===== config.mk =====
export PLATFORM = sky130hd
export DESIGN_NAME = lsa_lane_align
export DESIGN_NICKNAME = d
export VERILOG_FILES = /design/src/rtl/lsa_pkg.sv /design/src/rtl/lsa_store_lanes.sv /design/src/rtl/lsa_load_extract.sv /design/src/rtl/lsa_lane_align.sv
export SDC_FILE = /design/constraint.sdc
export NUM_CORES = 1
export LEC_CHECK = 0
export ABC_CLOCK_PERIOD_IN_PS = 2400
export CAP_MARGIN = 20
export CORE_MARGIN = 3
export CORE_UTILIZATION = 35
export CTS_CLUSTER_DIAMETER = 200
export DETAILED_ROUTE_END_ITERATION = 8
export DONT_BUFFER_PORTS = 1
export PLACE_DENSITY = 0.5
export SLEW_MARGIN = 0
export SYNTH_ARGS = -nofsm -noshare
export SYNTH_HDL_FRONTEND = slang
export SYNTH_HIERARCHICAL = 1
export SYNTH_SLANG_ARGS = --single-unit

===== constraint.sdc =====
create_clock -name clk -period 2.4 [get_ports clk]
set_input_delay 0.24 -clock clk [delete_from_list [all_inputs] [get_ports clk]]
set_output_delay 0.24 -clock clk [all_outputs]
set_load 0.03 [all_outputs]

===== src/rtl/lsa_pkg.sv =====
package lsa_pkg;

    localparam int WORD_W = 32;
    localparam int LANES  = WORD_W / 8;
    localparam int OFF_W  = $clog2(LANES);

    typedef enum logic [1:0] {
        SZ_BYTE = 2'b00,
        SZ_HALF = 2'b01,
        SZ_WORD = 2'b10,
        SZ_WALT = 2'b11
    } size_e;

    // Address offset does not suit access width
    function automatic logic off_bad(size_e sz, logic [OFF_W-1:0] off);
        case (sz)
            SZ_BYTE: off_bad = 1'b0;
            SZ_HALF: off_bad = off[0];
            default: off_bad = |off;
        endcase
    endfunction

    // Physical lane holding a given byte offset
    function automatic logic [OFF_W-1:0] byte_lane(logic le, logic [OFF_W-1:0] off);
        byte_lane = le ? off : ~off;
    endfunction

    // Halfword lives in the upper half of the word
    function automatic logic half_hi(logic le, logic [OFF_W-1:0] off);
        half_hi = le ? off[1] : ~off[1];
    endfunction

endpackage


===== src/rtl/lsa_store_lanes.sv =====
module lsa_store_lanes
    import lsa_pkg::*;
(
    input  size_e                  size,
    input  logic [OFF_W-1:0]       off,
    input  logic                   le,
    input  logic                   is_store,
    input  logic [WORD_W-1:0]      src,
    output logic [WORD_W-1:0]      lanes,
    output logic [LANES-1:0]       wen,
    output logic                   bad
);

    logic [OFF_W-1:0] blane;
    logic             hsel;

    always_comb begin
        bad   = off_bad(size, off);
        blane = byte_lane(le, off);
        hsel  = half_hi(le, off);
    end

    for (genvar k = 0; k < LANES; k++) begin : g_lane
        localparam int HK = k % 2;
        localparam logic UPPER = (k >= LANES / 2);
        always_comb begin
            case (size)
                SZ_BYTE: lanes[8*k +: 8] = src[7:0];
                SZ_HALF: lanes[8*k +: 8] = src[8*HK +: 8];
                default: lanes[8*k +: 8] = src[8*k +: 8];
            endcase
            case (size)
                SZ_BYTE: wen[k] = (blane == OFF_W'(k));
                SZ_HALF: wen[k] = (hsel == UPPER);
                default: wen[k] = 1'b1;
            endcase
            wen[k] = wen[k] & is_store & ~bad;
        end
    end

endmodule


===== src/rtl/lsa_load_extract.sv =====
module lsa_load_extract
    import lsa_pkg::*;
(
    input  logic [WORD_W-1:0]  word,
    input  size_e              size,
    input  logic [OFF_W-1:0]   off,
    input  logic               le,
    input  logic               zext,
    output logic [WORD_W-1:0]  result
);

    logic [7:0]       byte_arr [LANES];
    logic [7:0]       b_sel;
    logic [15:0]      h_sel;
    logic [OFF_W-1:0] blane;

    for (genvar k = 0; k < LANES; k++) begin : g_split
        assign byte_arr[k] = word[8*k +: 8];
    end

    always_comb begin
        blane = byte_lane(le, off);
        b_sel = byte_arr[blane];
        h_sel = half_hi(le, off) ? word[31:16] : word[15:0];
        case (size)
            SZ_BYTE: result = {{24{b_sel[7]  & ~zext}}, b_sel};
            SZ_HALF: result = {{16{h_sel[15] & ~zext}}, h_sel};
            default: result = word;
        endcase
    end

endmodule


===== src/rtl/lsa_lane_align.sv =====
module lsa_lane_align
    import lsa_pkg::*;
#(
    parameter int ADDR_W = 32
) (
    input  logic                 clk,
    input  logic                 rst_n,
    input  logic                 req_valid,
    input  logic                 req_write,
    input  logic [1:0]           req_size,
    input  logic                 req_unsigned,
    input  logic                 req_little,
    input  logic [ADDR_W-1:0]    req_addr,
    input  logic [31:0]          req_wdata,
    input  logic [31:0]          mem_rdata,
    output logic                 mem_en,
    output logic [ADDR_W-3:0]    mem_word_addr,
    output logic [3:0]           mem_wen,
    output logic [31:0]          mem_wdata,
    output logic                 misaligned,
    output logic [31:0]          load_data
);

    localparam int WA_W = ADDR_W - OFF_W;

    typedef struct packed {
        logic              en;
        logic              we;
        logic              bad;
        logic [LANES-1:0]  wen;
        logic [WORD_W-1:0] wdata;
        logic [WA_W-1:0]   waddr;
        size_e             size;
        logic [OFF_W-1:0]  off;
        logic              le;
        logic              zext;
    } ctx_t;

    ctx_t st_d, st_q;

    size_e             sz_in;
    logic [WORD_W-1:0] lanes_c;
    logic [LANES-1:0]  wen_c;
    logic              bad_c;

    assign sz_in = size_e'(req_size);

    lsa_store_lanes u_store (
        .size     (sz_in),
        .off      (req_addr[OFF_W-1:0]),
        .le       (req_little),
        .is_store (req_write),
        .src      (req_wdata),
        .lanes    (lanes_c),
        .wen      (wen_c),
        .bad      (bad_c)
    );

    always_comb begin
        st_d     = st_q;
        st_d.en  = req_valid;
        st_d.wen = '0;
        st_d.bad = 1'b0;
        st_d.we  = 1'b0;
        if (req_valid) begin
            st_d.we    = req_write;
            st_d.bad   = bad_c;
            st_d.wen   = wen_c;
            st_d.wdata = lanes_c;
            st_d.waddr = req_addr[ADDR_W-1:OFF_W];
            st_d.size  = sz_in;
            st_d.off   = req_addr[OFF_W-1:0];
            st_d.le    = req_little;
            st_d.zext  = req_unsigned;
        end
    end

    always_ff @(posedge clk or negedge rst_n) begin
        if (!rst_n) st_q <= '0;
        else        st_q <= st_d;
    end

    lsa_load_extract u_load (
        .word   (mem_rdata),
        .size   (st_q.size),
        .off    (st_q.off),
        .le     (st_q.le),
        .zext   (st_q.zext),
        .result (load_data)
    );

    assign mem_en        = st_q.en;
    assign mem_word_addr = st_q.waddr;
    assign mem_wen       = st_q.wen;
    assign mem_wdata     = st_q.wdata;
    assign misaligned    = st_q.bad;

    // idle cycle drives nothing
    p_idle_quiet_r2: assert property (@(posedge clk) disable iff (!rst_n)
        !mem_en |-> (mem_wen == '0 && !misaligned));

    // enable count is 0, 1, 2 or 4
    p_wen_pop_r4: assert property (@(posedge clk) disable iff (!rst_n)
        $countones(mem_wen) != 3);

    // byte store touches one lane
    p_byte_one_lane_r4: assert property (@(posedge clk) disable iff (!rst_n)
        (mem_en && st_q.we && st_q.size == SZ_BYTE) |-> $countones(mem_wen) == 1);

    // flagged access never writes
    p_bad_no_wen_r6: assert property (@(posedge clk) disable iff (!rst_n)
        misaligned |-> mem_wen == '0);

    // loads never write
    p_load_no_wen_r10: assert property (@(posedge clk) disable iff (!rst_n)
        (mem_en && !st_q.we) |-> mem_wen == '0);

    // unsigned byte load has clear upper bits
    p_ubyte_zero_r7: assert property (@(posedge clk) disable iff (!rst_n)
        (mem_en && !st_q.we && st_q.zext && st_q.size == SZ_BYTE) |-> load_data[31:8] == '0);

endmodule


# == Word level (Yosys, flattened, before mapping) ==
# Index checks and enable logic that the tools add are counted.
# W data, S select, Z words.
# op_classes
eq_ne,5
n_mux,18
reduce_logical,5
order_cmp,1
bitwise_logic,18
# ops
cell,n
$mux W73,1
$pmux W32 S2,1
$mux W8,4
$bmux W8 S2,1
$mux W16,1
$pmux W8 S2,1
$and A1 B1 Y1,10
$pmux W1 S2,5
$eq A2 B1 Y1 const B,3
$logic_not A2 Y1,3
$not A1 Y1,5
$eq A2 B2 Y1 const B,2
$mux W2,2
$not A2 Y2,2
$reduce_or A2 Y1,2
$ge A3 B3 Y1 const B,1
$not A2 Y3,1
$mux W1,2
# word_totals
register_bits,74
inputBits,104
output_inout_bits,100

# == Depth between registers and ports, before layout ==
# depth
word_depth,8
depth_mapped,6

# == Modules after synthesis ==
# The synthesis kept the hierarchy.
# modules_own_cells
module,cells_per_inst,instances,area_each_um2
lsa_lane_align,221,1,3530.9
lsa_load_extract,100,1,649.4
lsa_store_lanes,78,1,595.6

# == Worst setup path after synthesis ==
# OpenSTA, ideal clock, no wires.
# synth_timing
path_type,reg-to-output
from,reg st_q[3] (netlist bit)
to,out load_data[5]
path_buffers,2
path_stages_with_launch,7
arrival_time_ps,2082
slack_ps,78
required_ps,2160
cell_sequence,dfrtp_1 > xnor2_1 > buf_6 > a21oi_1 > or2_1 > clkbuf_1 > a221oi_1
# synth_between
elab_chain_cells,7
elab_cells_between_ends,10
# synth_lines
item,line,source
start: declaration,lsa_lane_align.sv:39,"ctx_t st_d, st_q;"
start signal: assignment,lsa_lane_align.sv:80,else st_q <= st_d;
$not A2 Y2,lsa_pkg.sv:25,byte_lane = le ? off : ~off;
$mux W2,lsa_pkg.sv:25,
$not A2 Y3 (not written as such),lsa_load_extract.sv:23,b_sel = byte_arr[blane];
$bmux W8 S2,lsa_load_extract.sv:23,
$mux W8 (not written as such) (2 in a row),lsa_load_extract.sv:23,
$pmux W32 S2 (*),lsa_load_extract.sv:25,case (size)
end: declaration,lsa_lane_align.sv:21,output logic [31:0] load_data
# Every way passes the cells marked *; elsewhere a longest branch is shown, timed or not. The select of a mux whose other input is x is not followed.

# == Worst setup path in the final report ==
# layout_timing
from,reg st_q[1] (netlist bit)
to,out load_data[8]
# layout_between
elab_chain_cells,7
elab_cells_between_ends,9
# layout_lines
item,line,source
$mux W2,lsa_pkg.sv:25,
$not A2 Y3 (not written as such),lsa_load_extract.sv:23,
$bmux W8 S2,lsa_load_extract.sv:23,
$mux W8 (not written as such) (2 in a row),lsa_load_extract.sv:23,
$and A1 B1 Y1,lsa_load_extract.sv:26,"SZ_BYTE: result = {{24{b_sel[7] & ~zext}}, b_sel};"
$pmux W32 S2 (*),lsa_load_extract.sv:25,
# Marks and branches as above.

==> summary.md <==
| Metric | Value |
|---|---|
| Status | `finished clean` |
| Via density | `5.19` |
| CP Max Fanout | `8` |
| Routed wire length per instance | `19.9 um` |
| Die W | `123 um` |
| Final Util | `36.8%` |
| H-tree depth | `3` |
| CORE AREA | `13,300 um2` |
| Critical path arrival | `2130 ps` |
| I/O pins | `204` |
| Clk sinks | `74` |
| Post-DRT Antenna Nets | `0` |
| RSZ-0062 raised after global routing | `yes` |
| Critical Path Start Type | `register` |
| Fmax | `0.421 GHz` |
| Max-slew headroom | `66.0%` |
| HPWL after detailed placement | `6970 um` |
| DRC viols | `0` |
| Pin count of the biggest net entering global routing | `75` |
| Synth warnings | `6` |
| Row cnt | `42` |
| Mapped Cells | `399` |
| Syn Area/Cell | `12.0 um2` |
| Iter 0 DRT Violations | `143` |
| Max rail drop VDD | `0.000468 V` |
| Post-synthesis sequential area ratio | `38.8%` |
| Clock latency at the later pin of the worst-skew pair | `330 ps` |
| CTS max path bufs | `2` |
| Die area | `15,100 um2` |
| Overall Power | `4.06 mW` |
| Placed Area | `4340 um2` |
| P_leak | `2.27 nW` |
| Final WL | `10,300 um` |
| Layout cells sized above 1 | `41.4%` |
| Commonest non-fill, non-tap cell in the layout | `dfrtp_1` |
| Clock buffer count from CTS | `9` |
| GRT overflow | `0` |
| Skew final | `0 ps` |
| #FFs+latches synth | `74` |
| Number of global-route vias before repair | `2,638` |
| ANT cells | `0` |
| Die height | `123 um` |
| Fin crit share | `98.9%` |
| CTS tree | `done` |
| Post-synth EDFFs | `0` |
| Share of the synthesized area in the top cell type | `38.8%` |
| Cell variety after synth | `45` |
| Global-route wire length before repair | `14,700 um` |
| Initial antenna violation count | `0` |
| CP Capture Type | `output port` |
| Clock transition at path regs | `50 ps` |
| Most frequent cells in the layout | `dfrtp_1, mux2_4, nand2_1` |
| Setup Crit Path Kind | `register to output port` |
| Async SR Flop Fraction | `100%` |
| Syn_nets | `503` |
| Final Max Tran Viols | `0` |
| Cell Area, Synth | `4780 um2` |
| Critical path required time | `2160 ps` |
| Worst slew pin tran | `510 ps` |
| I/O Buffers | `0` |
| Pwr/cell area | `830 nW/um2` |
| Via count | `2,705` |
| Initial Util | `35.9%` |
| Min-delay worst type | `input pin to register` |
| Layout Nets | `445` |
| Syn-to-layout area delta | `2.57%` |
| Ranking of synthesized cells by area | `dfrtp_1, mux2_4, buf_4, mux2_2, buf_12` |
| Max Cap Viol | `0` |
| TritonRoute pass-1 iters | `5` |
| Final setup fails | `0` |
| Fin area | `4900 um2` |
| Main synth FF type | `dfrtp_1` |
| RD Place Congestion | `0.890` |
| Gr usage total | `12.9%` |
| Root Buffer | `clkbuf_16` |
| Final hold vios | `0` |
| Leading area contributor after synthesis | `dfrtp_1` |
| Min Tclk post-route | `2370 ps` |
[worst paths after layout]
kind | start | end | slack, ps | depth (start not counted)
worst max-delay path | st_q[1] | load_data[8] | 30 | 6
worst min-delay path | req_valid | misaligned | 40 | 1
worst max register to register | st_q[5] | st_q[5] | 1240 | 2
worst min register to register | st_q[0] | st_q[0] | 560 | 1
max in group asynchronous | rst_n | st_q[3] | 1630 | 2
min in group asynchronous | rst_n | mem_word_addr[1] | 450 | 2
[cells in the mapped netlist (all sizes together), types with 6 or more instances]
cell type	n
buf	90
mux2	85
dfrtp	74
nand2	33
a21o	16
o21ai	11
a21oi	10
mux2i	10
nand3	8
nor2	7
a221o	6
and2	6
clkbuf	6
o2111ai	6
[flip-flops by register name, indices dropped and copies added, names as in the netlist]
| name | count |
|---|---|
| mem_en | 1 |
| st_q | 6 |
| mem_wen | 4 |
| mem_word_addr | 30 |
| mem_wdata | 32 |
| misaligned | 1 |
[routing by layer]
| layer | vias up | track usage [%] | routed length, um |
|---|---|---|---|
| met5 | - | 0 | 0 |
| met3 | 13 | 6.68 | 1240 |
| li1 | 1212 | - | - |
| met1 | 1326 | 15.9 | 4090 |
| met4 | 0 | 4.41 | 148 |
| met2 | 154 | 19.3 | 4880 |
[layout make-up]
| type | count | area (um2) |
|---|---|---|
| Sequential cell | 74 | 1850 |
| Fill cell | 1279 | 8400 |
| Timing Repair Buffer | 27 | 272 |
| Clock buffer | 12 | 236 |
| Tap cell | 176 | 220 |
| Inverter | 4 | 15.0 |
| Clock inverter | 3 | 65.1 |
| Multi-Input combinational cell | 225 | 2240 |
[through the flow]
step                setup TNS (ps)  hold WS (ps)  worst slack, ps  std cells
detailed placement               0         -53.3              241        495
finish                           0          42.7             26.4        521
floorplan                        0         -55.6             77.9        399
global placement                 0         -53.2              324        495
global route                  -135          22.4            -27.7        521
CTS                              0          27.2             6.32        517
[what timing repair did]
action / 4_1_cts / 5_1_grt
setup buffers: 4 / 4
gates cloned: 0 / 0
endpoints found under the setup margin: 31 / 29
resized for setup: 3 / 24
hold buffers: 3 / 0
endpoints found under the hold margin: 75 / 0
pin swaps: 0 / 6
[cell families after synthesis]
logic type	after synthesis	share of synthesized area (%)
AO/OA/AOI/OAI	62	9.17
XOR/XNOR	5	1.07
buffers and inverters	100	16.8
flip-flops	74	38.8
multiplexers	96	27.7
AND/OR/NAND/NOR	62	6.45
[critical path: stages, from the launching register on]
cell and delay, ps:
dfrtp_2 440, xnor2_1 170, buf_4 170, mux4_2 570, nand2_8 140, o2111ai_2 140
buf_6 170
[power breakdown]
part / leakage [nW] / internal (mW) / total, mW / switching [mW]
clock: 0.147 / 0.903 / 1.38 / 0.476
combinational: 1.24 / 0.461 / 0.952 / 0.491
sequential: 0.875 / 1.38 / 1.73 / 0.356
(Power assumes the default switching activity.)
